==> src/rtl/evirq_pkg.sv <==
// Package: shared select codes for the event-interrupt resource controller.
// Assumes: only the register select code is shared across modules.
package evirq_pkg;
    typedef enum logic {
        CFG_MODE  = 1'b0,
        CFG_CLEAR = 1'b1
    } cfg_sel_e;
endpackage

==> src/rtl/evirq_cfg.sv <==
// Module: evirq_cfg
// Holds the per-resource mode register and turns clear writes into a
// one-cycle clear request vector.
// Assumes: write data is one bit per resource; clear is write-one-to-clear.
module evirq_cfg
    import evirq_pkg::*;
#(
    parameter int NRES = 9
) (
    input  logic            clk,
    input  logic            rst_n,
    input  logic            cfg_we,
    input  logic            cfg_sel,
    input  logic [NRES-1:0] cfg_wdata,
    output logic [NRES-1:0] mode_q,
    output logic [NRES-1:0] clr_req
);
    // Mode register: 0 = event, 1 = interrupt.
    always_ff @(posedge clk) begin
        if (!rst_n)
            mode_q <= '0;
        else if (cfg_we && cfg_sel == CFG_MODE)
            mode_q <= cfg_wdata;
    end

    // Clear request decode, valid in the write cycle only.
    always_comb begin
        clr_req = (cfg_we && cfg_sel == CFG_CLEAR) ? cfg_wdata : '0;
    end
endmodule

==> src/rtl/evirq_hit_dec.sv <==
// Module: evirq_hit_dec
// Decodes send-event commands and the internal fault into a per-resource
// raise vector. Commands naming the abort index or above are dropped.
// Assumes: the abort resource sits at index NUM_RES.
module evirq_hit_dec #(
    parameter int NUM_RES = 8,
    parameter int IDW     = 4,
    localparam int NRES   = NUM_RES + 1
) (
    input  logic            sev_valid,
    input  logic [IDW-1:0]  sev_id,
    input  logic            fault_abort,
    output logic [NRES-1:0] hit
);
    // Numbered resources come from software commands only.
    for (genvar n = 0; n < NUM_RES; n++) begin : g_hit
        assign hit[n] = sev_valid && (sev_id == IDW'(n));
    end
    // Abort resource comes from fault logic only.
    assign hit[NUM_RES] = fault_abort;
endmodule

==> src/rtl/evirq_res_bank.sv <==
// Module: evirq_res_bank
// One state slice per resource: an event flag and an interrupt line.
// A raise lands in one of them by mode; clears act only on interrupt-mode
// lines; consumption by waiting threads acts only on the event flag.
// Assumes: a raise wins over a clear or a consumption in the same cycle.
module evirq_res_bank #(
    parameter int NRES = 9
) (
    input  logic            clk,
    input  logic            rst_n,
    input  logic [NRES-1:0] hit,
    input  logic [NRES-1:0] mode_q,
    input  logic [NRES-1:0] clr_req,
    input  logic [NRES-1:0] consumed,
    output logic [NRES-1:0] evt_q,
    output logic [NRES-1:0] irq_q
);
    for (genvar n = 0; n < NRES; n++) begin : g_res
        logic set_evt, set_irq, clr_irq;

        // Route the raise by mode and qualify the clear by mode.
        always_comb begin
            set_evt = hit[n] && !mode_q[n];
            set_irq = hit[n] && mode_q[n];
            clr_irq = clr_req[n] && mode_q[n];
        end

        // Event flag: set by a raise, dropped when a waiter consumes it.
        always_ff @(posedge clk) begin
            if (!rst_n)
                evt_q[n] <= 1'b0;
            else
                evt_q[n] <= (evt_q[n] && !consumed[n]) || set_evt;
        end

        // Interrupt line: sticky until an interrupt-mode clear.
        always_ff @(posedge clk) begin
            if (!rst_n)
                irq_q[n] <= 1'b0;
            else
                irq_q[n] <= (irq_q[n] && !clr_irq) || set_irq;
        end

        assert_irq_sticky_R3: assert property (@(posedge clk) disable iff (!rst_n)
            irq_q[n] && !clr_req[n] |=> irq_q[n]);

        assert_event_clear_noop_R6: assert property (@(posedge clk) disable iff (!rst_n)
            clr_req[n] && !mode_q[n] && !hit[n] && !consumed[n]
            |=> $stable(evt_q[n]) && $stable(irq_q[n]));

        assert_wake_consumes_R4: assert property (@(posedge clk) disable iff (!rst_n)
            consumed[n] && !hit[n] |=> !evt_q[n]);

        assert_set_wins_R9: assert property (@(posedge clk) disable iff (!rst_n)
            hit[n] && mode_q[n] && clr_req[n] |=> irq_q[n]);
    end
endmodule

==> src/rtl/evirq_wait.sv <==
// Module: evirq_wait
// Per-thread wait trackers. A request latches the awaited resource and a
// waiting flag; the thread wakes when that event is active, and every
// resource woken on is reported as consumed (once, however many waiters).
// Assumes: requests from a thread already waiting are ignored.
module evirq_wait #(
    parameter int NUM_THR = 8,
    parameter int NRES    = 9,
    parameter int IDW     = 4
) (
    input  logic                   clk,
    input  logic                   rst_n,
    input  logic [NUM_THR-1:0]     wfe_req,
    input  logic [NUM_THR*IDW-1:0] wfe_id,
    input  logic [NRES-1:0]        evt_q,
    output logic [NUM_THR-1:0]     wake,
    output logic [NUM_THR-1:0]     busy_q,
    output logic [NRES-1:0]        consumed
);
    localparam int IDSPAN = 2 ** IDW;

    logic [IDSPAN-1:0]  evt_pad;
    logic [IDW-1:0]     id_q [NUM_THR];

    // Widen the event vector so any id value indexes safely.
    assign evt_pad = IDSPAN'(evt_q);

    for (genvar t = 0; t < NUM_THR; t++) begin : g_thr
        // Waiting flag and awaited id for thread t.
        always_ff @(posedge clk) begin
            if (!rst_n) begin
                busy_q[t] <= 1'b0;
                id_q[t]   <= '0;
            end else if (busy_q[t]) begin
                if (wake[t])
                    busy_q[t] <= 1'b0;
            end else if (wfe_req[t]) begin
                busy_q[t] <= 1'b1;
                id_q[t]   <= wfe_id[t*IDW +: IDW];
            end
        end

        // Resume when the awaited event is active.
        assign wake[t] = busy_q[t] && evt_pad[id_q[t]];

        assert_blocked_holds_R11: assert property (@(posedge clk) disable iff (!rst_n)
            busy_q[t] && !wake[t] |=> busy_q[t]);
    end

    // Collect the resources consumed this cycle.
    always_comb begin
        consumed = '0;
        for (int t = 0; t < NUM_THR; t++)
            for (int n = 0; n < NRES; n++)
                if (wake[t] && id_q[t] == IDW'(n))
                    consumed[n] = 1'b1;
    end
endmodule

==> src/rtl/evirq_ctrl.sv <==
// Module: evirq_ctrl (top)
// Event-interrupt resource controller for a multi-thread DMA engine:
// NUM_RES numbered resources plus one abort resource at index NUM_RES,
// each run as a broadcast event or a sticky interrupt line.
// Assumes: synchronous active-low reset; wait ids above the abort index
// never wake.
module evirq_ctrl #(
    parameter int NUM_RES = 8,
    parameter int NUM_THR = 8,
    localparam int NRES   = NUM_RES + 1,
    localparam int IDW    = $clog2(NRES)
) (
    input  logic                   clk,
    input  logic                   rst_n,
    input  logic                   cfg_we,
    input  logic                   cfg_sel,
    input  logic [NRES-1:0]        cfg_wdata,
    input  logic                   sev_valid,
    input  logic [IDW-1:0]         sev_id,
    input  logic                   fault_abort,
    input  logic [NUM_THR-1:0]     wfe_req,
    input  logic [NUM_THR*IDW-1:0] wfe_id,
    output logic [NRES-1:0]        irq_o,
    output logic [NRES-1:0]        raw_status_o,
    output logic [NRES-1:0]        int_status_o,
    output logic [NUM_THR-1:0]     wake_o,
    output logic [NUM_THR-1:0]     waiting_o
);
    logic [NRES-1:0] mode_q, clr_req, hit, consumed, evt_q, irq_q;

    evirq_cfg #(.NRES(NRES)) u_cfg (
        .clk(clk), .rst_n(rst_n), .cfg_we(cfg_we), .cfg_sel(cfg_sel),
        .cfg_wdata(cfg_wdata), .mode_q(mode_q), .clr_req(clr_req)
    );

    evirq_hit_dec #(.NUM_RES(NUM_RES), .IDW(IDW)) u_hit (
        .sev_valid(sev_valid), .sev_id(sev_id), .fault_abort(fault_abort),
        .hit(hit)
    );

    evirq_res_bank #(.NRES(NRES)) u_bank (
        .clk(clk), .rst_n(rst_n), .hit(hit), .mode_q(mode_q),
        .clr_req(clr_req), .consumed(consumed), .evt_q(evt_q), .irq_q(irq_q)
    );

    evirq_wait #(.NUM_THR(NUM_THR), .NRES(NRES), .IDW(IDW)) u_wait (
        .clk(clk), .rst_n(rst_n), .wfe_req(wfe_req), .wfe_id(wfe_id),
        .evt_q(evt_q), .wake(wake_o), .busy_q(waiting_o), .consumed(consumed)
    );

    // Status views.
    assign irq_o        = irq_q;
    assign int_status_o = irq_q;
    assign raw_status_o = evt_q | irq_q;

    assert_abort_rejected_R7: assert property (@(posedge clk) disable iff (!rst_n)
        sev_valid && sev_id >= IDW'(NUM_RES) && !fault_abort && cfg_we == 1'b0
        && wake_o == '0 |=> $stable(raw_status_o));
endmodule

==> config.mk <==
export PLATFORM = sky130hd
export DESIGN_NAME = evirq_ctrl
export DESIGN_NICKNAME = d
export VERILOG_FILES = /design/src/rtl/evirq_pkg.sv /design/src/rtl/evirq_cfg.sv /design/src/rtl/evirq_hit_dec.sv /design/src/rtl/evirq_res_bank.sv /design/src/rtl/evirq_wait.sv /design/src/rtl/evirq_ctrl.sv
export SDC_FILE = /design/constraint.sdc
export NUM_CORES = 1
export LEC_CHECK = 0
export BUFFER_PORTS_ARGS = -buffer_cell sky130_fd_sc_hd__buf_2
export CAP_MARGIN = 5
export CORE_UTILIZATION = 54
export DETAILED_ROUTE_END_ITERATION = 8
export HOLD_SLACK_MARGIN = 0.15
export PLACE_DENSITY = 0.8
export SETUP_SLACK_MARGIN = 0.1
export SLEW_MARGIN = 30
export SYNTH_ARGS = -nofsm -noshare
export SYNTH_HDL_FRONTEND = slang
export SYNTH_SLANG_ARGS = --single-unit
==> constraint.sdc <==
create_clock -name clk -period 1.9 [get_ports clk]
set_input_delay 0.19 -clock clk [delete_from_list [all_inputs] [get_ports clk]]
set_output_delay 0.19 -clock clk [all_outputs]
set_load 0.05 [all_outputs]
# Word-level counts from Yosys, hierarchy flattened
# Memories as Yosys holds them, arrays and structs flattened.
# Cells that the tools add are included.
# op_classes
n_reduce_logical	189
n_eq_ne	71
bitwise	10
order_cmp	8
mux	146
# op_table
op	n
$eq A4 B3 Y1 const B	36
$logic_and A1 B1 Y1	135
$mux W1	129
$eq A4 B2 Y1 const B	18
$lt A4 B5 Y1 const B	8
$eq A4 B1 Y1 const B	9
$logic_not A4 Y1	9
$bmux W1 S4	8
$eq A4 B4 Y1 const B	8
$mux W4	8
$logic_not A1 Y1	27
$logic_or A1 B1 Y1	18
$mux W9	1
$or A9 B9 Y9	1
$or A1 B1 Y1	8
$not A1 Y1	1
# totals
inputBits	59
ramBits	32
wordCells	452
out_inout_bits	43
n_memories	1
reg_bits	35
# memory_table
memory	depth	width	read_ports	rd_clocked_by_memory_dff	write_ports	line	text
u_wait.id_q	8	4	8	0	8	evirq_wait.sv:23	logic [IDW-1:0] id_q [NUM_THR];

# Logic depth before layout (Yosys ltp)
# An unclocked memory read counts as a cell.
# depth
depth_word	16
ltp_mapped	5

# By module
# Synthesis repeated with hierarchy kept, for this count alone.
# unflattened
hier_cells	479
hier_area_um2	4445.5
# modules_own_cells
module	seq_area_each_um2	cells_per_inst	n_inst	area_per_inst_um2
evirq_wait	1121.1	324	1	3069.2
evirq_res_bank	360.3	74	1	734.5
evirq_cfg	180.2	49	1	437.9
evirq_ctrl	0.0	18	1	123.9
evirq_hit_dec	0.0	14	1	80.1

# Least setup slack after synthesis
# Ideal clock, no wire load.
# synth_timing
kind	reg2reg
from	mem u_wait.id_q[3][0] (netlist: u_wait.id_q[0][12])
to	reg u_wait.busy_q[3]
t_arrival_ps	2242
path_stages_with_launch	6
setup_time_ps	182
path_slack_ps	-523
cell_sequence	edfxtp_1 -> buf_2 -> mux4_1 -> mux2i_1 -> o32ai_1 -> nor2_1
# synth_rtl
element	line	text
start, declared	evirq_wait.sv:23	
end signal, assigned by index	evirq_wait.sv:32	busy_q[t] <= 1'b0;
end signal, assigned by index	evirq_wait.sv:36	busy_q[t] <= 1'b0;
end signal, assigned by index	evirq_wait.sv:38	busy_q[t] <= 1'b1;
end, declared	evirq_wait.sv:17	output logic [NUM_THR-1:0] busy_q,

==> flow_summary.ini <==
[timing]
period_share = 1.164
max_slew_margin = 0.5251
setup_viol = 8
finalHoldViolCount = 0
maxSlewViolCount = 0
max_freq_mhz = 452.0
rsz0062_at_grt = true
min_period_ns = 2.213
fin_ws_ns = -0.3125
worst_slew_pin_slew_ns = 0.7109
finalClockSkew_ns = 0.01355

[logic_synthesis]
synth_seq_cells = 67
syn_nets = 506
yosys_warnings = 0
synth_edf_count = 32
synth.avg_cell_area_um2 = 9.405
yosysSeqAreaShare = 0.3952
yosysTopAreaCellShare = 0.2286
synth_most_common_cell = and2_1
yosys-top-cells-area = edfxtp_1, dfxtp_1, and2_1, mux4_1, mux4_2
yosysTopAreaCell = edfxtp_1
synth_ff_type = dfxtp_1
synthTopCellsByCount = and2_1, dfxtp_1, nand2_1, nand3_1, edfxtp_1
syn-cell-area_um2 = 4204
syn_inst = 447
ys_types = 44
synth_async_sr_flop_share = 0

[pwr]
power_frac_clock = 0.298
sequentialPowerShare = 0.489
p_int_uw = 2425
ir_drop_uv = 480.6
powerDensity_nw_per_um2 = 615.6
p_sw_uw = 1140
combPwrFrac = 0.213
switching_share = 0.3198
p_leak_uw = 0.002384

[clock_network]
cts_buffer_depth = 2
cts_root_buffer = clkbuf_8
clk_pin_slew_ns = 0.08
cts_tree = yes
cts_buffers = 9
cts.sinks = 67
clk_latency_ns = 0.36
ctsHtreeMaxLevel = 3

[worst_hold_path]
hold_depth = 3
hp-class = in -> reg

[place]
gp_congestion = 0.9437
dp_hpwl_mm = 8.999
io_buffers = 101
place_area_um2 = 4907
dp.cells = 637

[route]
drt_iter0_markers = 375
dr_total_vias = 4329
drc_errors = 0
wl_met3_mm = 1.064
ant_nets = 0
met2WireLength_mm = 6.676
wl_met1_mm = 5.613
viasPerCell = 6.038
wl_mm = 13.80
drt_first_pass_iters = 5
wire_per_inst_um = 19.24
highest_layer = met4

[setup_path]
cp.required_ns = 1.71
critPathKind = reg -> out
cp-start-kind = flop
critPathArrivalTime_ns = 2.02
end_kind = primary output
worstRegToRegCells = 6
crit_path_max_fanout = 4

[floorplanning]
start_util = 0.5705
std_cell_rows = 31
io_pins = 102
fp.dieH_um = 90.24
core_um2 = 7370
dieArea_um2 = 8142
die_w_um = 90.24

[global_routing]
grt_pass1_vias = 4241
grt_start_max_net_pins = 34
antenna_found_initial = 0
grt.overflow.total = 0
track_usage = 0.3502
grt_pass1_wl_mm = 21.81

[layout]
final_area_um2 = 5793
fill_cells = 513
area_delta_synth_final_pct = 37.80
finalNonFillerCells = 717
drive_above_1_share = 0.3366
final_nets = 672
diodes = 0

[job]
drv_cap = 0

[status]
violations = negative setup slack
status = complete, but fails checks
## registers in the layout, indices dropped and copies added, names as in the netlist
register,count
u_wait.busy_q,8
u_bank.evt_q,9
u_bank.irq_q,9
u_cfg.mode_q,9
u_wait.id_q,32
## worst max-delay path, cell delays in order (launching register included)
cell	delay (ns)
edfxtp_1	0.46
mux4_2	0.53
mux2_4	0.28
o211a_4	0.23
buf_6	0.15
## layout by cell type (no fill, tap or decap), drive strengths merged, types with 6 or more instances in the layout
cell type | Yosys | routed
nand2 | 35 | 35
nand4 | 19 | 19
nand3 | 35 | 35
a22oi | 8 | 8
buf | 16 | 144
nand2b | 6 | 6
dlygate4sd3 | 0 | 50
mux4 | 16 | 16
a21boi | 9 | 9
inv | 15 | 16
nor2 | 21 | 21
nor3b | 14 | 14
clkbuf | 23 | 11
dfxtp | 35 | 35
nor2b | 25 | 25
edfxtp | 32 | 32
and2 | 39 | 39
nor3 | 6 | 6
a32oi | 12 | 12
o21ai | 22 | 22
or2 | 9 | 9
mux2i | 6 | 6
## worst paths after layout
check                     start          endpoint  slack [ns]
max          u_wait.id_q[1][12]         wake_o[7]       -0.31
min                   sev_id[0]   u_bank.evt_q[5]        0.19
max reg2reg     u_bank.evt_q[3]  u_wait.busy_q[4]        0.19
min reg2reg     u_cfg.mode_q[0]   u_cfg.mode_q[0]        0.50
## area by class of cell
| class | instances | area [µm²] | share of cell area |
|---|---|---|---|
| Inverter | 15 | 56.30 | 0.009719 |
| Tap cell | 99 | 123.9 | 0.02138 |
| Clock inverter | 5 | 30.03 | 0.005184 |
| Timing Repair Buffer | 194 | 1394 | 0.2406 |
| Sequential cell | 67 | 1685 | 0.2909 |
| Clock buffer | 11 | 131.4 | 0.02268 |
| Multi-Input combinational cell | 326 | 2372 | 0.4095 |
## routing by layer
layer  vias to the layer above  track usage
met2                       222       0.5827
li1                       1989            -
met3                        43      0.05668
met4                         0       0.1290
met1                      2075       0.4606
met5                         -            0
## power groups by stage
stage / clock [µW] / combinational, µW / sequential, µW
2_1_floorplan: 0 / 401 / 1750
4_1_cts: 1060 / 734 / 1730
5_1_grt: 1110 / 811 / 1760
3_5_place_dp: 0 / 608 / 1770
6_report: 1060 / 760 / 1740
3_3_place_gp: 0 / 601 / 1760
## logic make-up after synthesis
| kind of cell | after synthesis | share of synthesized area |
|---|---|---|
| and+or+nand+nor | 227 | 0.3036 |
| AOI/OAI and AO/OA | 75 | 0.1265 |
| DFF | 67 | 0.3952 |
| buffers and inverters | 54 | 0.06220 |
| muxes | 24 | 0.1125 |
## stage by stage
stage	power, µW	TNS [ns]	setup slack [ns]	utilization	hold slack [ns]
2_1_floorplan	2149	0	0.1169	-	0.3314
3_3_place_gp	2364	-0.01989	-0.01989	0.6659	0.4366
3_5_place_dp	2377	-0.07801	-0.07801	0.6659	0.4547
4_1_cts	3525	-1.522	-0.3087	0.7866	0.1764
5_1_grt	3681	-1.873	-0.3342	0.7861	0.2016
6_report	3566	-1.548	-0.3125	0.7861	0.1874
## repair_timing
item / in CTS / in global routing
pin swaps: 3 / 3
hold buffers: 50 / 0
endpoints found under the setup margin: 8 / 9
setup buffers: 15 / 3
hold endpoints to repair: 51 / 0
gates resized for setup: 52 / 1
No activity file was read; power rests on OpenSTA's default activity.
